--- src/rtl/flag_alu_pkg.sv ---
package flag_alu_pkg;

    localparam int FLAG_W = 6;
    localparam int FL_CY  = 0;
    localparam int FL_AUX = 1;
    localparam int FL_SGN = 2;
    localparam int FL_ZER = 3;
    localparam int FL_PAR = 4;
    localparam int FL_OVF = 5;

    typedef enum logic [3:0] {
        OP_ADD  = 4'd0,
        OP_ADC  = 4'd1,
        OP_SUB  = 4'd2,
        OP_SBB  = 4'd3,
        OP_CMP  = 4'd4,
        OP_INC  = 4'd5,
        OP_DEC  = 4'd6,
        OP_AND  = 4'd7,
        OP_OR   = 4'd8,
        OP_XOR  = 4'd9,
        OP_TEST = 4'd10,
        OP_NOT  = 4'd11,
        OP_NEG  = 4'd12
    } alu_op_e;

    typedef enum logic [1:0] {
        SZ_BYTE = 2'd0,
        SZ_HALF = 2'd1,
        SZ_WORD = 2'd2,
        SZ_WALT = 2'd3
    } alu_size_e;

    typedef struct packed {
        logic [FLAG_W-1:0] upd;
        logic              wr;
    } alu_policy_t;

endpackage

--- src/rtl/alu_policy.sv ---
module alu_policy
    import flag_alu_pkg::*;
(
    input  logic [3:0]  opcode_i,
    output alu_policy_t pol_o
);
    localparam logic [FLAG_W-1:0] ALL_FLAGS = '1;
    localparam logic [FLAG_W-1:0] NO_CARRY  = ALL_FLAGS & ~(FLAG_W'(1) << FL_CY);

    always_comb begin
        pol_o.upd = '0;
        pol_o.wr  = 1'b0;
        case (opcode_i)
            OP_ADD, OP_ADC, OP_SUB, OP_SBB, OP_NEG,
            OP_AND, OP_OR, OP_XOR: begin
                pol_o.upd = ALL_FLAGS;
                pol_o.wr  = 1'b1;
            end
            OP_CMP, OP_TEST: begin
                pol_o.upd = ALL_FLAGS;
                pol_o.wr  = 1'b0;
            end
            OP_INC, OP_DEC: begin
                pol_o.upd = NO_CARRY;
                pol_o.wr  = 1'b1;
            end
            OP_NOT: begin
                pol_o.upd = '0;
                pol_o.wr  = 1'b1;
            end
            default: begin
                pol_o.upd = '0;
                pol_o.wr  = 1'b0;
            end
        endcase
    end
endmodule

--- src/rtl/alu_datapath.sv ---
module alu_datapath
    import flag_alu_pkg::*;
#(
    parameter int DATA_W = 32
) (
    input  logic [3:0]        opcode_i,
    input  logic [1:0]        size_i,
    input  logic [DATA_W-1:0] opa_i,
    input  logic [DATA_W-1:0] opb_i,
    input  logic              cy_q_i,
    output logic [DATA_W-1:0] res_o,
    output logic [FLAG_W-1:0] flags_nxt_o
);
    localparam int EXT_W = DATA_W + 2;

    logic [DATA_W-1:0] wmask, a_m, b_m, x, y, arith_r, res;
    logic [EXT_W-1:0]  arith;
    logic              cin, is_sub, is_logic, cout, ovf, aux;
    logic              sx, sy, sr;

    always_comb begin
        unique case (size_i)
            SZ_BYTE: wmask = DATA_W'(8'hFF);
            SZ_HALF: wmask = DATA_W'(16'hFFFF);
            default: wmask = '1;
        endcase
        a_m = opa_i & wmask;
        b_m = opb_i & wmask;

        x        = a_m;
        y        = b_m;
        cin      = 1'b0;
        is_sub   = 1'b0;
        is_logic = 1'b0;
        case (opcode_i)
            OP_ADC:                 cin = cy_q_i;
            OP_SUB, OP_CMP:         is_sub = 1'b1;
            OP_SBB: begin           is_sub = 1'b1; cin = cy_q_i; end
            OP_INC:                 y = DATA_W'(1);
            OP_DEC: begin           is_sub = 1'b1; y = DATA_W'(1); end
            OP_NEG: begin           is_sub = 1'b1; x = '0; y = a_m; end
            OP_AND, OP_OR, OP_XOR, OP_TEST, OP_NOT: is_logic = 1'b1;
            default: ;
        endcase

        if (is_sub)
            arith = {2'b00, x} - {2'b00, y} - EXT_W'(cin);
        else
            arith = {2'b00, x} + {2'b00, y} + EXT_W'(cin);
        arith_r = arith[DATA_W-1:0] & wmask;

        unique case (size_i)
            SZ_BYTE: begin cout = arith[8];  sx = x[7];  sy = y[7];  sr = arith_r[7];  end
            SZ_HALF: begin cout = arith[16]; sx = x[15]; sy = y[15]; sr = arith_r[15]; end
            default: begin
                cout = arith[DATA_W];
                sx = x[DATA_W-1]; sy = y[DATA_W-1]; sr = arith_r[DATA_W-1];
            end
        endcase
        aux = x[4] ^ y[4] ^ arith[4];
        ovf = is_sub ? ((sx != sy) && (sr != sx)) : ((sx == sy) && (sr != sx));

        case (opcode_i)
            OP_AND, OP_TEST: res = a_m & b_m;
            OP_OR:           res = a_m | b_m;
            OP_XOR:          res = a_m ^ b_m;
            OP_NOT:          res = ~a_m & wmask;
            default:         res = arith_r;
        endcase

        res_o = res;
        flags_nxt_o[FL_CY]  = is_logic ? 1'b0 : cout;
        flags_nxt_o[FL_AUX] = is_logic ? 1'b0 : aux;
        flags_nxt_o[FL_OVF] = is_logic ? 1'b0 : ovf;
        flags_nxt_o[FL_ZER] = (res == '0);
        flags_nxt_o[FL_PAR] = ~^res[7:0];
        unique case (size_i)
            SZ_BYTE: flags_nxt_o[FL_SGN] = res[7];
            SZ_HALF: flags_nxt_o[FL_SGN] = res[15];
            default: flags_nxt_o[FL_SGN] = res[DATA_W-1];
        endcase
    end
endmodule

--- src/rtl/alu_flag_reg.sv ---
module alu_flag_reg
    import flag_alu_pkg::*;
(
    input  logic              clk,
    input  logic              rst_n,
    input  logic              issue_i,
    input  logic [FLAG_W-1:0] upd_i,
    input  logic [FLAG_W-1:0] nxt_i,
    output logic [FLAG_W-1:0] flags_q_o
);
    for (genvar gi = 0; gi < FLAG_W; gi++) begin : g_bit
        always_ff @(posedge clk or negedge rst_n) begin
            if (!rst_n)
                flags_q_o[gi] <= 1'b0;
            else if (issue_i && upd_i[gi])
                flags_q_o[gi] <= nxt_i[gi];
        end
    end
endmodule

--- src/rtl/flag_alu.sv ---
module flag_alu
    import flag_alu_pkg::*;
#(
    parameter int DATA_W = 32
) (
    input  logic              clk,
    input  logic              rst_n,
    input  logic              issue_i,
    input  logic [3:0]        opcode_i,
    input  logic [1:0]        size_i,
    input  logic [DATA_W-1:0] opa_i,
    input  logic [DATA_W-1:0] opb_i,
    output logic [DATA_W-1:0] result_o,
    output logic              wr_en_o,
    output logic [5:0]        flags_o
);
    alu_policy_t       pol;
    logic [DATA_W-1:0] res_c;
    logic [FLAG_W-1:0] flags_nxt, flags_q;

    alu_policy u_policy (
        .opcode_i (opcode_i),
        .pol_o    (pol)
    );

    alu_datapath #(.DATA_W(DATA_W)) u_dp (
        .opcode_i    (opcode_i),
        .size_i      (size_i),
        .opa_i       (opa_i),
        .opb_i       (opb_i),
        .cy_q_i      (flags_q[FL_CY]),
        .res_o       (res_c),
        .flags_nxt_o (flags_nxt)
    );

    alu_flag_reg u_flags (
        .clk       (clk),
        .rst_n     (rst_n),
        .issue_i   (issue_i),
        .upd_i     (pol.upd),
        .nxt_i     (flags_nxt),
        .flags_q_o (flags_q)
    );

    always_ff @(posedge clk or negedge rst_n) begin
        if (!rst_n) begin
            result_o <= '0;
            wr_en_o  <= 1'b0;
        end else begin
            wr_en_o <= issue_i && pol.wr;
            if (issue_i && pol.wr)
                result_o <= res_c;
        end
    end

    assign flags_o = flags_q;
endmodule

--- config.mk ---
export PLATFORM = sky130hd
export DESIGN_NAME = flag_alu
export DESIGN_NICKNAME = d
export VERILOG_FILES = /design/src/rtl/flag_alu_pkg.sv /design/src/rtl/alu_policy.sv /design/src/rtl/alu_datapath.sv /design/src/rtl/alu_flag_reg.sv /design/src/rtl/flag_alu.sv
export SDC_FILE = /design/constraint.sdc
export NUM_CORES = 1
export LEC_CHECK = 0
export BUFFER_PORTS_ARGS = -buffer_cell sky130_fd_sc_hd__buf_4
export CAP_MARGIN = 30
export CORE_UTILIZATION = 30
export CTS_BUF_LIST = sky130_fd_sc_hd__clkbuf_8
export CTS_CLUSTER_DIAMETER = 120
export DETAILED_ROUTE_END_ITERATION = 6
export GPL_ROUTABILITY_DRIVEN = 0
export GPL_TIMING_DRIVEN = 1
export PLACE_DENSITY_LB_ADDON = 0.3
export SLEW_MARGIN = 20
export SYNTH_ARGS = -nofsm -noshare
export SYNTH_HDL_FRONTEND = slang
export SYNTH_HIERARCHICAL = 1
export SYNTH_SLANG_ARGS = --single-unit
--- constraint.sdc ---
create_clock -name clk -period 5 [get_ports clk]
set_input_delay 0.75 -clock clk [delete_from_list [all_inputs] [get_ports clk]]
set_output_delay 0.75 -clock clk [all_outputs]
set_load 0.02 [all_outputs]
==> impl_metrics.toml <==
[global_routing]
globalRouteTotalUtil = 0.218
global_route.overflow_total = 0
grt_first_pass_wirelength_um = 54100
first_global_vias = 10153
grt_max_degree = 40
number_of_antenna_violations_at_the_first_check_in_global_routing = 0

[pwr]
power_per_cell_area_nw_per_um2 = 243
power.ir.vdd_worst_v = 0.000121
clock_power_share = 0.083
power.leakage_nw = 6.97
net-switching-power_mw = 1.41
combPwrFrac = 0.769
power.share.switching = 0.432
seq_power_share = 0.148
total_power_mw = 3.26
intPower_mw = 1.85

[sta]
layout_setup_ws_ps = -184
final-max-slew-violation-count = 0
setup_repair_after_global_routing_missed_its_margin = "yes"
worst_pin_slew_ps = 775
min_period_ps = 5180
fmax_ghz = 0.193
finalClockSkew_ps = 9.53
timing.setup.tns_ps = -184
final_min_period_over_clock_period = 1.04
fin_worst_hold_slack_ps = 410
final-hold-violation-count = 0
finalSetupViolations = 1
slew_margin_rel = 0.470

[setup_path]
cp_slowest_stage_delay_ps = 490
reg2reg_setup_slack_ps = 250
critPathCaptureType = "flip-flop"
path_class = "input port to flip-flop"
timing.critical_path.slowest_stage_cell = "sky130_fd_sc_hd__or4b_1"
data_arrival_time_of_the_worst_path_ps = 5430
cp_cell_sequence = "buf_4 -> xor2_4 -> o211a_4 -> buf_4 -> buf_12 -> o22ai_1 -> ha_1 -> ha_1 -> a21oi_1 -> o21ai_0 -> a311oi_2 -> a311oi_2 -> buf_4 -> a211o_1 -> a31oi_1 -> o31ai_1 -> a2111oi_0 -> or4b_1 -> nor4_2 -> mux2_4"
startpoint_type = "input port"
r2r_start = "u_flags/flags_q_o[0]"
worst_path_most_repeated_cell = "sky130_fd_sc_hd__buf_4"
path_max_fanout = 8
rr_endpoint = "u_flags/flags_q_o[3]"
required_ps = 5250
reg2regPathDepth = 20

[job]
maxCapViolCount = 0

[finish]
multi_input_area_um2 = 7860
area_growth_syn_to_layout_pct = 44.3
fillCellCount = 3079
postLayoutCoreUtil = 0.439
total_nets_final = 1833
post-route-cell-area_um2 = 13400
ratio_of_cells_with_drive_above_1_in_the_final_layout = 0.364
n_diodes = 0
fin_cells = 1991
register_area_um2 = 976

[floorplan]
fp.dieW_um = 178
starting_utilization_of_the_core_area = 0.304
coreArea_um2 = 30600
num_rows = 64
die_area_um2 = 31700
ports = 112
die_h_um = 178

[synthesis]
number_of_synthesized_flops_with_an_enable_pin = 0
gate_count_after_technology_mapping = 1222
synth-seq-cells = 39
post_synth_num_cell_types = 93
asyncSetResetFlopFracSynth = 1.00
yosys_warn_count = 6
netlist.area_leader.share = 0.218
synth.yosys.seq_area_share = 0.105
syn-num-nets = 1461
synthTopCellsByCount = "166 x sky130_fd_sc_hd__inv_1, 162 x sky130_fd_sc_hd__ha_1, 123 x sky130_fd_sc_hd__nand2_1, 86 x sky130_fd_sc_hd__nor2_1, 85 x sky130_fd_sc_hd__a21oi_1"
synth_largest_area_cell = "sky130_fd_sc_hd__ha_1"
synth.avg_cell_area_um2 = 7.61
synth.area.top_cells = "sky130_fd_sc_hd__ha_1 22%, sky130_fd_sc_hd__dfrtp_1 10%, sky130_fd_sc_hd__inv_1 6.7%"
syn-cell-area_um2 = 9300
ys_dominant_reg_cell = "sky130_fd_sc_hd__dfrtp_1"
most_frequent_cell_after_synthesis = "sky130_fd_sc_hd__inv_1"

[clock_tree]
cts_tree = "done"
ctsLongestPathBuffers = 2
cts_root_buffer = "sky130_fd_sc_hd__clkbuf_8"
clkSinkCount = 39
clk_pin_slew_ps = 90
worst_skew_pair.late_latency_ps = 300
clock_tree.htree_level_count = 2
tritoncts.num_buffers = 5

[route]
dr.pass1.iters = 5
post-route-drc-count = 0
met1_length_um = 16300
num_vias = 10504
routed-wl-met3_um = 2090
route.met2.wl_um = 15900
vias_per_cell = 5.28
top_signal_layer_used = "met4"
wl_um = 35000
final_antenna_net_count = 0
avgRoutedWirePerCell_um = 17.6
drt-initial-drc-count = 840

[placed_design]
dpl.cell_count = 1966
place.detailed.hpwl_um = 29400
dpl_cell_area_um2 = 12800
placement_stage_worst_setup_slack_ps = -812
io_buffer_count = 111

[outcome]
run_status = "finished, violations left"
failed_checks = "setup timing"

[worst_hold_path]
worst_hold_path_type = "input port to asynchronous set/reset pin"
-- per-layer routing --
layer,track usage,vias up
met5,0,-
met4,0.0559,0
met3,0.0134,45
met2,0.359,351
met1,0.305,5017
li1,-,5091
-- kinds of logic after synthesis --
| family | Yosys count | share of synthesized area |
|---|---|---|
| compound gates | 344 | 0.258 |
| simple gates | 333 | 0.176 |
| buf+inv | 231 | 0.103 |
| fa+ha+maj | 166 | 0.226 |
| mux | 59 | 0.0847 |
| xor+xnor | 50 | 0.0471 |
| flops | 39 | 0.105 |
-- repair_timing --
action / 4_1_cts / 5_1_grt
setup endpoints to repair: 2 / 4
hold buffers: 0 / 0
cloned: 1 / 0
hold endpoints to repair: 0 / 0
setup buffers: 14 / 2
pin swaps: 11 / 17
resized for setup: 30 / 34
-- critical path: cells and delay by family --
kind	cells	cell delay, ps
multiplexers	1	180
AO/OA/AOI/OAI	10	2440
adder cells (fa/ha/maj)	2	640
buffers and inverters	4	620
AND/OR/NAND/NOR	2	640
XOR/XNOR	1	160
-- cell type report --
class / count / share of cell area
clock buffer: 5 / 0.00512
inverter: 168 / 0.0473
multi-input combinational: 952 / 0.585
clock inverter: 3 / 0.00326
tap: 396 / 0.0369
sequential: 39 / 0.0727
timing repair buffer: 428 / 0.249
-- cell usage in the layout, fill, tap and decap left out, types with 6 or more instances in the layout --
master,n
sky130_fd_sc_hd__o22ai_2,9
sky130_fd_sc_hd__a211o_1,9
sky130_fd_sc_hd__mux2_2,8
sky130_fd_sc_hd__or3_1,12
sky130_fd_sc_hd__a31oi_1,8
sky130_fd_sc_hd__nor2b_1,6
sky130_fd_sc_hd__inv_1,164
sky130_fd_sc_hd__mux2i_1,14
sky130_fd_sc_hd__o211ai_1,7
sky130_fd_sc_hd__xor2_1,20
sky130_fd_sc_hd__dfrtp_1,39
sky130_fd_sc_hd__nand2b_1,10
sky130_fd_sc_hd__o21a_1,13
sky130_fd_sc_hd__o22ai_1,46
sky130_fd_sc_hd__a21o_1,16
sky130_fd_sc_hd__ha_4,8
sky130_fd_sc_hd__a21oi_1,83
sky130_fd_sc_hd__a221oi_1,9
sky130_fd_sc_hd__o221ai_1,13
sky130_fd_sc_hd__o21bai_1,8
sky130_fd_sc_hd__nand4_1,8
sky130_fd_sc_hd__xnor2_1,28
sky130_fd_sc_hd__nor3_1,12
sky130_fd_sc_hd__a22oi_1,6
sky130_fd_sc_hd__buf_12,8
sky130_fd_sc_hd__nor2_1,84
sky130_fd_sc_hd__a221o_1,9
sky130_fd_sc_hd__mux2_4,35
sky130_fd_sc_hd__nand3_1,13
sky130_fd_sc_hd__buf_4,416
sky130_fd_sc_hd__and2_1,6
sky130_fd_sc_hd__nand2_1,123
sky130_fd_sc_hd__a211oi_1,7
sky130_fd_sc_hd__o21ai_0,24
sky130_fd_sc_hd__ha_1,150
sky130_fd_sc_hd__o21ai_1,9
-- power groups by stage --
stage	combinational [mW]	clock, mW	sequential [mW]
after floorplan	1.22	0	0.602
after global placement	2.32	0	0.489
after detailed placement	2.35	0	0.488
after CTS	2.44	0.280	0.485
after global routing	2.70	0.291	0.498
final	2.51	0.270	0.483
-- how the worst max path moves through the flow --
stage,from,depth (start not counted),endpoint,slack [ps]
finish,opcode_i[3],20,u_flags/flags_q_o[3],-180
detailed placement,opcode_i[0],24,u_flags/flags_q_o[3],-810
CTS,opcode_i[0],22,u_flags/flags_q_o[3],-190
global placement,opcode_i[0],24,u_flags/flags_q_o[3],-780
global route,opcode_i[1],21,u_flags/flags_q_o[3],-380
floorplan,opcode_i[0],24,u_flags/flags_q_o[3],-220
-- flip-flops by register name (all words and copies together), names as in the netlist --
name               flops
result_o              32
u_flags/flags_q_o      6
wr_en_o                1
Note: power is estimated with default switching activity, not from simulation.
